$ cat src/rtl/irqc_pkg.sv
package irqc_pkg;

    typedef enum logic [1:0] {
        TRIG_FOLLOW = 2'd0,
        TRIG_EDGE   = 2'd1,
        TRIG_HOLD   = 2'd2
    } trig_mode_e;

    typedef enum logic {
        SEL_ENABLE  = 1'b0,
        SEL_PENDING = 1'b1
    } reg_sel_e;

endpackage

$ cat src/rtl/irqc_sync.sv
module irqc_sync #(
    parameter int WIDTH = 32
) (
    input  logic             clk,
    input  logic             rst,
    input  logic [WIDTH-1:0] async_in,
    output logic [WIDTH-1:0] sync_out
);
    logic [WIDTH-1:0] meta_q;
    logic [WIDTH-1:0] stable_q;

    always_ff @(posedge clk) begin
        if (rst) begin
            meta_q   <= '0;
            stable_q <= '0;
        end else begin
            meta_q   <= async_in;
            stable_q <= meta_q;
        end
    end

    assign sync_out = stable_q;
endmodule

$ cat src/rtl/irqc_status.sv
module irqc_status
    import irqc_pkg::*;
#(
    parameter int         WIDTH = 32,
    parameter trig_mode_e MODE  = TRIG_HOLD
) (
    input  logic             clk,
    input  logic             rst,
    input  logic [WIDTH-1:0] sync_in,
    input  logic             wr_pend,
    input  logic [WIDTH-1:0] wr_data,
    output logic [WIDTH-1:0] pend_q
);
    generate
        if (MODE == TRIG_EDGE) begin : g_edge
            logic [WIDTH-1:0] prev_q;
            logic [WIDTH-1:0] rise;
            logic [WIDTH-1:0] clr;
            assign rise = sync_in & ~prev_q;
            assign clr  = wr_pend ? wr_data : '0;
            always_ff @(posedge clk) begin
                if (rst) begin
                    prev_q <= '0;
                    pend_q <= '0;
                end else begin
                    prev_q <= sync_in;
                    pend_q <= (pend_q & ~clr) | rise;
                end
            end
        end else if (MODE == TRIG_HOLD) begin : g_hold
            logic [WIDTH-1:0] clr;
            assign clr = wr_pend ? ~wr_data : '0;
            always_ff @(posedge clk) begin
                if (rst) pend_q <= '0;
                else     pend_q <= (pend_q & ~clr) | sync_in;
            end
        end else begin : g_follow
            logic unused_write_bits;
            assign unused_write_bits = wr_pend ^ (^wr_data);
            always_ff @(posedge clk) begin
                if (rst) pend_q <= '0;
                else     pend_q <= sync_in;
            end
        end
    endgenerate
endmodule

$ cat src/rtl/irqc_prio.sv
module irqc_prio #(
    parameter int WIDTH = 32,
    parameter int IDX_W = 5
) (
    input  logic [WIDTH-1:0] vec,
    output logic [IDX_W-1:0] idx,
    output logic             valid
);
    always_comb begin
        idx   = '0;
        valid = |vec;
        for (int i = WIDTH - 1; i >= 0; i--) begin
            if (vec[i]) idx = IDX_W'(i);
        end
    end
endmodule

$ cat src/rtl/irqc_top.sv
module irqc_top
    import irqc_pkg::*;
#(
    parameter int         NUM_LINES = 32,
    parameter trig_mode_e MODE      = TRIG_HOLD,
    localparam int        IDX_W     = $clog2(NUM_LINES)
) (
    input  logic                 clk,
    input  logic                 rst,
    input  logic [NUM_LINES-1:0] irq_lines,
    input  logic                 reg_sel,
    input  logic                 wr_en,
    input  logic [NUM_LINES-1:0] wr_data,
    output logic [NUM_LINES-1:0] rd_data,
    output logic                 irq_req,
    output logic                 pend_valid,
    output logic [IDX_W-1:0]     pend_idx
);
    reg_sel_e             sel;
    logic [NUM_LINES-1:0] sync_v;
    logic [NUM_LINES-1:0] stat_q;
    logic [NUM_LINES-1:0] mask_q;
    logic [NUM_LINES-1:0] live;
    logic [NUM_LINES-1:0] rd_q;
    logic                 irq_q;
    logic                 wr_pend;

    assign sel     = reg_sel_e'(reg_sel);
    assign wr_pend = wr_en && (sel == SEL_PENDING);

    irqc_sync #(.WIDTH(NUM_LINES)) u_sync (
        .clk      (clk),
        .rst      (rst),
        .async_in (irq_lines),
        .sync_out (sync_v)
    );

    irqc_status #(.WIDTH(NUM_LINES), .MODE(MODE)) u_status (
        .clk     (clk),
        .rst     (rst),
        .sync_in (sync_v),
        .wr_pend (wr_pend),
        .wr_data (wr_data),
        .pend_q  (stat_q)
    );

    always_ff @(posedge clk) begin
        if (rst) begin
            mask_q <= '0;
            rd_q   <= '0;
            irq_q  <= 1'b0;
        end else begin
            if (wr_en && sel == SEL_ENABLE) mask_q <= wr_data;
            rd_q  <= (sel == SEL_PENDING) ? stat_q : mask_q;
            irq_q <= |live;
        end
    end

    assign live = stat_q & mask_q;

    irqc_prio #(.WIDTH(NUM_LINES), .IDX_W(IDX_W)) u_prio (
        .vec   (live),
        .idx   (pend_idx),
        .valid (pend_valid)
    );

    assign rd_data = rd_q;
    assign irq_req = irq_q;
endmodule

$ cat config.mk
export PLATFORM = sky130hd
export DESIGN_NAME = irqc_top
export DESIGN_NICKNAME = d
export VERILOG_FILES = /design/src/rtl/irqc_pkg.sv /design/src/rtl/irqc_sync.sv /design/src/rtl/irqc_status.sv /design/src/rtl/irqc_prio.sv /design/src/rtl/irqc_top.sv
export SDC_FILE = /design/constraint.sdc
export NUM_CORES = 1
export LEC_CHECK = 0
export ABC_CLOCK_PERIOD_IN_PS = 1300
export BUFFER_PORTS_ARGS = -buffer_cell sky130_fd_sc_hd__buf_2
export CAP_MARGIN = 20
export CELL_PAD_IN_SITES_DETAIL_PLACEMENT = 1
export CELL_PAD_IN_SITES_GLOBAL_PLACEMENT = 1
export CORE_UTILIZATION = 37
export DETAILED_ROUTE_END_ITERATION = 12
export PLACE_DENSITY_LB_ADDON = 0.25
export RECOVER_POWER = 25
export SYNTH_ARGS = -nofsm -noshare
export SYNTH_HDL_FRONTEND = slang
export SYNTH_SLANG_ARGS = --single-unit
$ cat constraint.sdc
create_clock -name clk -period 1.3 [get_ports clk]
set_input_delay 0.13 -clock clk [delete_from_list [all_inputs] [get_ports clk]]
set_output_delay 0.13 -clock clk [all_outputs]
set_load 0.005 [all_outputs]
# After elaboration in Yosys (flattened, before gate mapping)
# Index checks and enable logic that the tools add are counted.
# W data, S select, Z words.
[classes]
n_bitwise = 6
mux = 34
n_reduce_logical = 3
[ops]
columns = ["op", "count"]
rows = [
  ["$mux W5", 32],
  ["$and A32 B32 Y32", 2],
  ["$mux W32", 2],
  ["$not A32 Y32", 2],
  ["$or A32 B32 Y32", 1],
  ["$reduce_or A32 Y1", 1],
  ["$logic_and A1 B1 Y1", 2],
  ["$not A1 Y1", 1],
]
[word_totals]
elab_cells = 49
out_inout_bits = 39
reg_bits = 161
in_bits = 68

# Depth between registers and ports, before layout
[depth]
word_depth = 33
ltp_mapped = 6
ltp_nobuf = 5

# Modules after synthesis
# A second synthesis with hierarchy kept.
[unflattened]
cells_unflattened = 623
area_unflattened_um2 = 6337.3
[by_module_without_submodules]
columns = ["mod", "cells_per_inst", "instances", "seq_area_each_um2", "area_per_inst_um2"]
rows = [
  ["irqc_top", 289, 1, 1301.2, 2513.7],
  ["irqc_sync", 135, 1, 1281.2, 1918.1],
  ["irqc_status", 134, 1, 640.6, 1520.2],
  ["irqc_prio", 65, 1, 0.0, 385.4],
]

# Worst setup path after synthesis
# Ideal clock, no wire load.
[synth_path]
path_kind = "register to register"
start = "register u_status.pend_q[14]"
end = "register irq_q (netlist: irq_req)"
t_arrival_ns = 1.327
path_stages_with_launch = 6
n_path_buf = 0
setup_ns = 0.127
setup_slack_ns = -0.154
cell_sequence = "dfxtp_1 a22o_1 nand3b_4 or3_1 nand2b_4 nor2b_4"
[synth_between]
elab_chain_cells = 2
[synth_rtl]
columns = ["element", "line", "rtl"]
rows = [
  ["start, declared", "irqc_status.sv:12", "output logic [WIDTH-1:0] pend_q"],
  ["start signal, assigned", "irqc_status.sv:35", "else pend_q <= (pend_q & ~clr) | sync_in;"],
  ["$and A32 B32 Y32", "irqc_top.sv:59", "assign live = stat_q & mask_q;"],
  ["$reduce_or A32 Y1", "-", ""],
  ["net pend_valid", "irqc_top.sv:16", "output logic pend_valid,"],
  ["end signal, assigned", "irqc_top.sv:55", "irq_q <= |live;"],
  ["end, declared", "irqc_top.sv:25", "logic irq_q;"],
]
# The timed path passes the listed nets, and every way through them passes these cells.
# A chain may end at the register's enable or synchronous reset.

# Worst setup path after layout
[layout_path]
start = "register u_status.pend_q[8]"
end = "output port pend_idx[0]"
[layout_between]
elab_chain_cells = 10
[layout_rtl]
columns = ["element", "line", "rtl"]
rows = [
  ["$and A32 B32 Y32", "irqc_top.sv:59", ""],
  ["$mux W5 (9 in series)", "irqc_prio.sv:13", "if (vec[i]) idx = IDX_W'(i);"],
  ["end, declared", "irqc_top.sv:17", "output logic [IDX_W-1:0] pend_idx"],
]
# Every way passes these cells.

==> flow_summary.ini <==
[status]
outcome = finished with violations
violations = DRC, setup timing

[sta]
finalSetupViolations = 7
slew_headroom_pct = 69.9
worst_slew_pin_slew_ns = 0.451
period_minus_slack_ns = 2.07
final.setup.worst_slack_ns = -0.766
fin_skew_ns = 0.00912
maxSlewViolCount = 0
post-route-period-util_pct = 159
fmax_ghz = 0.484
hold_viol_final = 0
rsz0062_at_grt = true

[placement]
io_buffers = 106
hpwl_um = 11400
routabilityCongestion = 0.835
dp.cells = 950

[route]
num_vias = 5069
drt-total-wl_um = 17200
routedWlPerCell_um = 16.3
firstDrtPassIters = 12
drcViolationCount = 3
postRouteAntennaNets = 0
drt_iter0_markers = 281
via_per_inst = 4.82

[finish]
multi_input_area_um2 = 2240
ff_latch_area_um2 = 3240
final_cell_mix = dfxtp_1 (150), buf_2 (103), buf_4 (92)
syn_to_final_growth_pct = 48.9
fillers = 1663
drive_gt1_share_pct = 30.9
fin_util_pct = 56.9
stdcell_count = 1051
final_common_cell = dfxtp_1
layout.nets = 922

[critical_path]
critPathSlowestCell = a221o_1
slowest_delay_ns = 0.39
path_max_fanout = 3
worstSetupStartpoint = u_status.pend_q[8]$_SDFF_PP0_
cp_data_arrival_time_ns = 1.94
path_class = reg -> out
required_ns = 1.17
r2r_start = u_status.pend_q[15]$_SDFF_PP0_
critical_path.cell_chain = nand2_2, a32o_1, a221o_1, o211ai_1, nor2_1, buf_2
startpoint_type = flip-flop
cp-end-kind = output pin
reg2reg_depth = 5

[die]
die_x_um = 125
ios = 107
dieArea_um2 = 15700
die_h_um = 125
coreArea_um2 = 14700
num_rows = 44
initial_core_util_pct = 38.2

[global_routing]
grt_busiest_layer = met2
met1_usage_pct = 28.0
grt_pass1_vias = 5419
use_met3_pct = 4.79
met2_usage_pct = 38.2
grt_pass1_wl_um = 27600
grt_overflow = 0
grt_max_degree = 62
track_usage_pct = 22.8
antenna_found_initial = 1

[power]
ir_worst_vdd_uv = 983
power_density_nw_per_um2 = 1380
leakage_nw = 3.69

[synthesis]
seq_area_frac_synth_pct = 57.4
synth_warnings = 0
ys_seq_elements = 161
yosysUniqueCellTypes = 36
syn_area_um2 = 5620
syn-num-nets = 668
netlist.area_leader.share_pct = 57.4
syn_inst = 600
synth_ff_type = dfxtp_1
avgSynthCellArea_um2 = 9.36
yosysTopAreaCell = dfxtp_1
netlist_top_cells_area = dfxtp_1 (57%), nor2b_1 (7.2%), a21oi_1 (5.9%), nand2_1 (5.7%), mux2i_1 (5.7%)
synth_edf_count = 0
synthArstFlopShare_pct = 0

[min_path]
holdCritStartpoint = reg_sel
hold_path_depth = 4
min_path_type = in -> reg

[clock_tree]
clk_pin_slew_ns = 0.07
cts_tree = yes
root_buffer = clkbuf_16
clkSinkCount = 161
clock_path_buffers = 2
htree_levels = 4
cts_made_buffers = 17
clk-insertion-delay-late_ns = 0.43

[flow_run]
maxCapViolCount = 0
==> per-layer routing <==
layer  vias up  wire, um
li1       2507         -
met1      2412      7900
met2       122      8380
met5         -         0
met3        28       528
met4         0       361
==> final cells by class <==
type	instances	area share [%]
clock inverters	13	1.90
diodes	1	0.0299
repair buffers	267	23.2
multi-input cells	374	26.8
inverters	33	1.48
well taps	184	2.75
flip-flops and latches	161	38.7
clock buffers	18	5.13
==> synthesized netlist by cell type, types with 2 or more instances <==
library cell and instances:
a31oi_1 2, mux2i_1 32, nand3_1 4, a32oi_1 2, buf_2 5, o21ai_0 35, a211oi_1 2, a22o_1 4
nand2_1 86, nor2_1 36, clkbuf_1 25, a32o_1 4, nor2b_1 65, o211ai_1 3, a21oi_1 66, a22oi_1 10
a22oi_2 2, a21o_1 2, a311oi_1 2, dfxtp_1 161, nand4_1 3, inv_1 33, buf_1 2, a222oi_1 2
==> worst max-delay path, delay by kind of cell (launching register included) <==
family | cells | cell delay [ns]
and+or+nand+nor | 2 | 0.16
AOI/OAI and AO/OA | 3 | 0.86
DFF | 1 | 0.35
buffers and inverters | 1 | 0.13
==> power by group <==
| part | internal, mW | switching [mW] |
|---|---|---|
| clock network | 3.01 | 2.05 |
| registers | 5.16 | 0.118 |
| logic | 0.629 | 0.549 |
| total | 8.80 | 2.72 |
==> stage by stage <==
step                hold slack (ns)  setup WS (ns)  cell area (um2)  TNS (ns)  power (mW)
global placement              0.338         -0.324             7020     -1.76        6.31
detailed placement            0.345         -0.342             7020     -1.97        6.35
CTS                           0.257         -0.761             8330     -4.47        11.6
floorplan                     0.258         -0.133             5640    -0.177        5.81
global route                  0.289         -0.870             8360     -5.04        11.9
finish                        0.276         -0.766             8360     -4.39        11.5
==> sequential cells by signal, indices dropped and copies added (netlist names) <==
signal           cells
mask_q              32
rd_data             32
irq_req              1
u_sync.sync_out     32
u_status.pend_q     32
u_sync.meta_q       32
==> what timing repair did <==
item / 4_1_cts / 5_1_grt
setup buffers: 2 / 2
pin swaps: 9 / 14
cloned: 0 / 0
resized for setup: 17 / 11
endpoints found under the hold margin: 65 / 0
setup endpoints to repair: 7 / 7
hold buffers: 65 / 0
==> kinds of logic after synthesis <==
logic type,Yosys count,synth area share [%]
and+or+nand+nor,201,17.4
DFF,161,57.4
AOI/OAI and AO/OA,141,15.0
buffers and inverters,65,4.46
muxes,32,5.70
==> path summary, 6_finish.rpt <==
path	end	slack, ns
setup / recovery	pend_idx[0]	-0.77
hold / removal	rd_data[23]$_SDFF_PP0_	0.28
setup reg to reg	irq_req$_SDFF_PP0_	-0.28
hold reg to reg	u_status.pend_q[8]$_SDFF_PP0_	0.42
(Power assumes the default switching activity.)
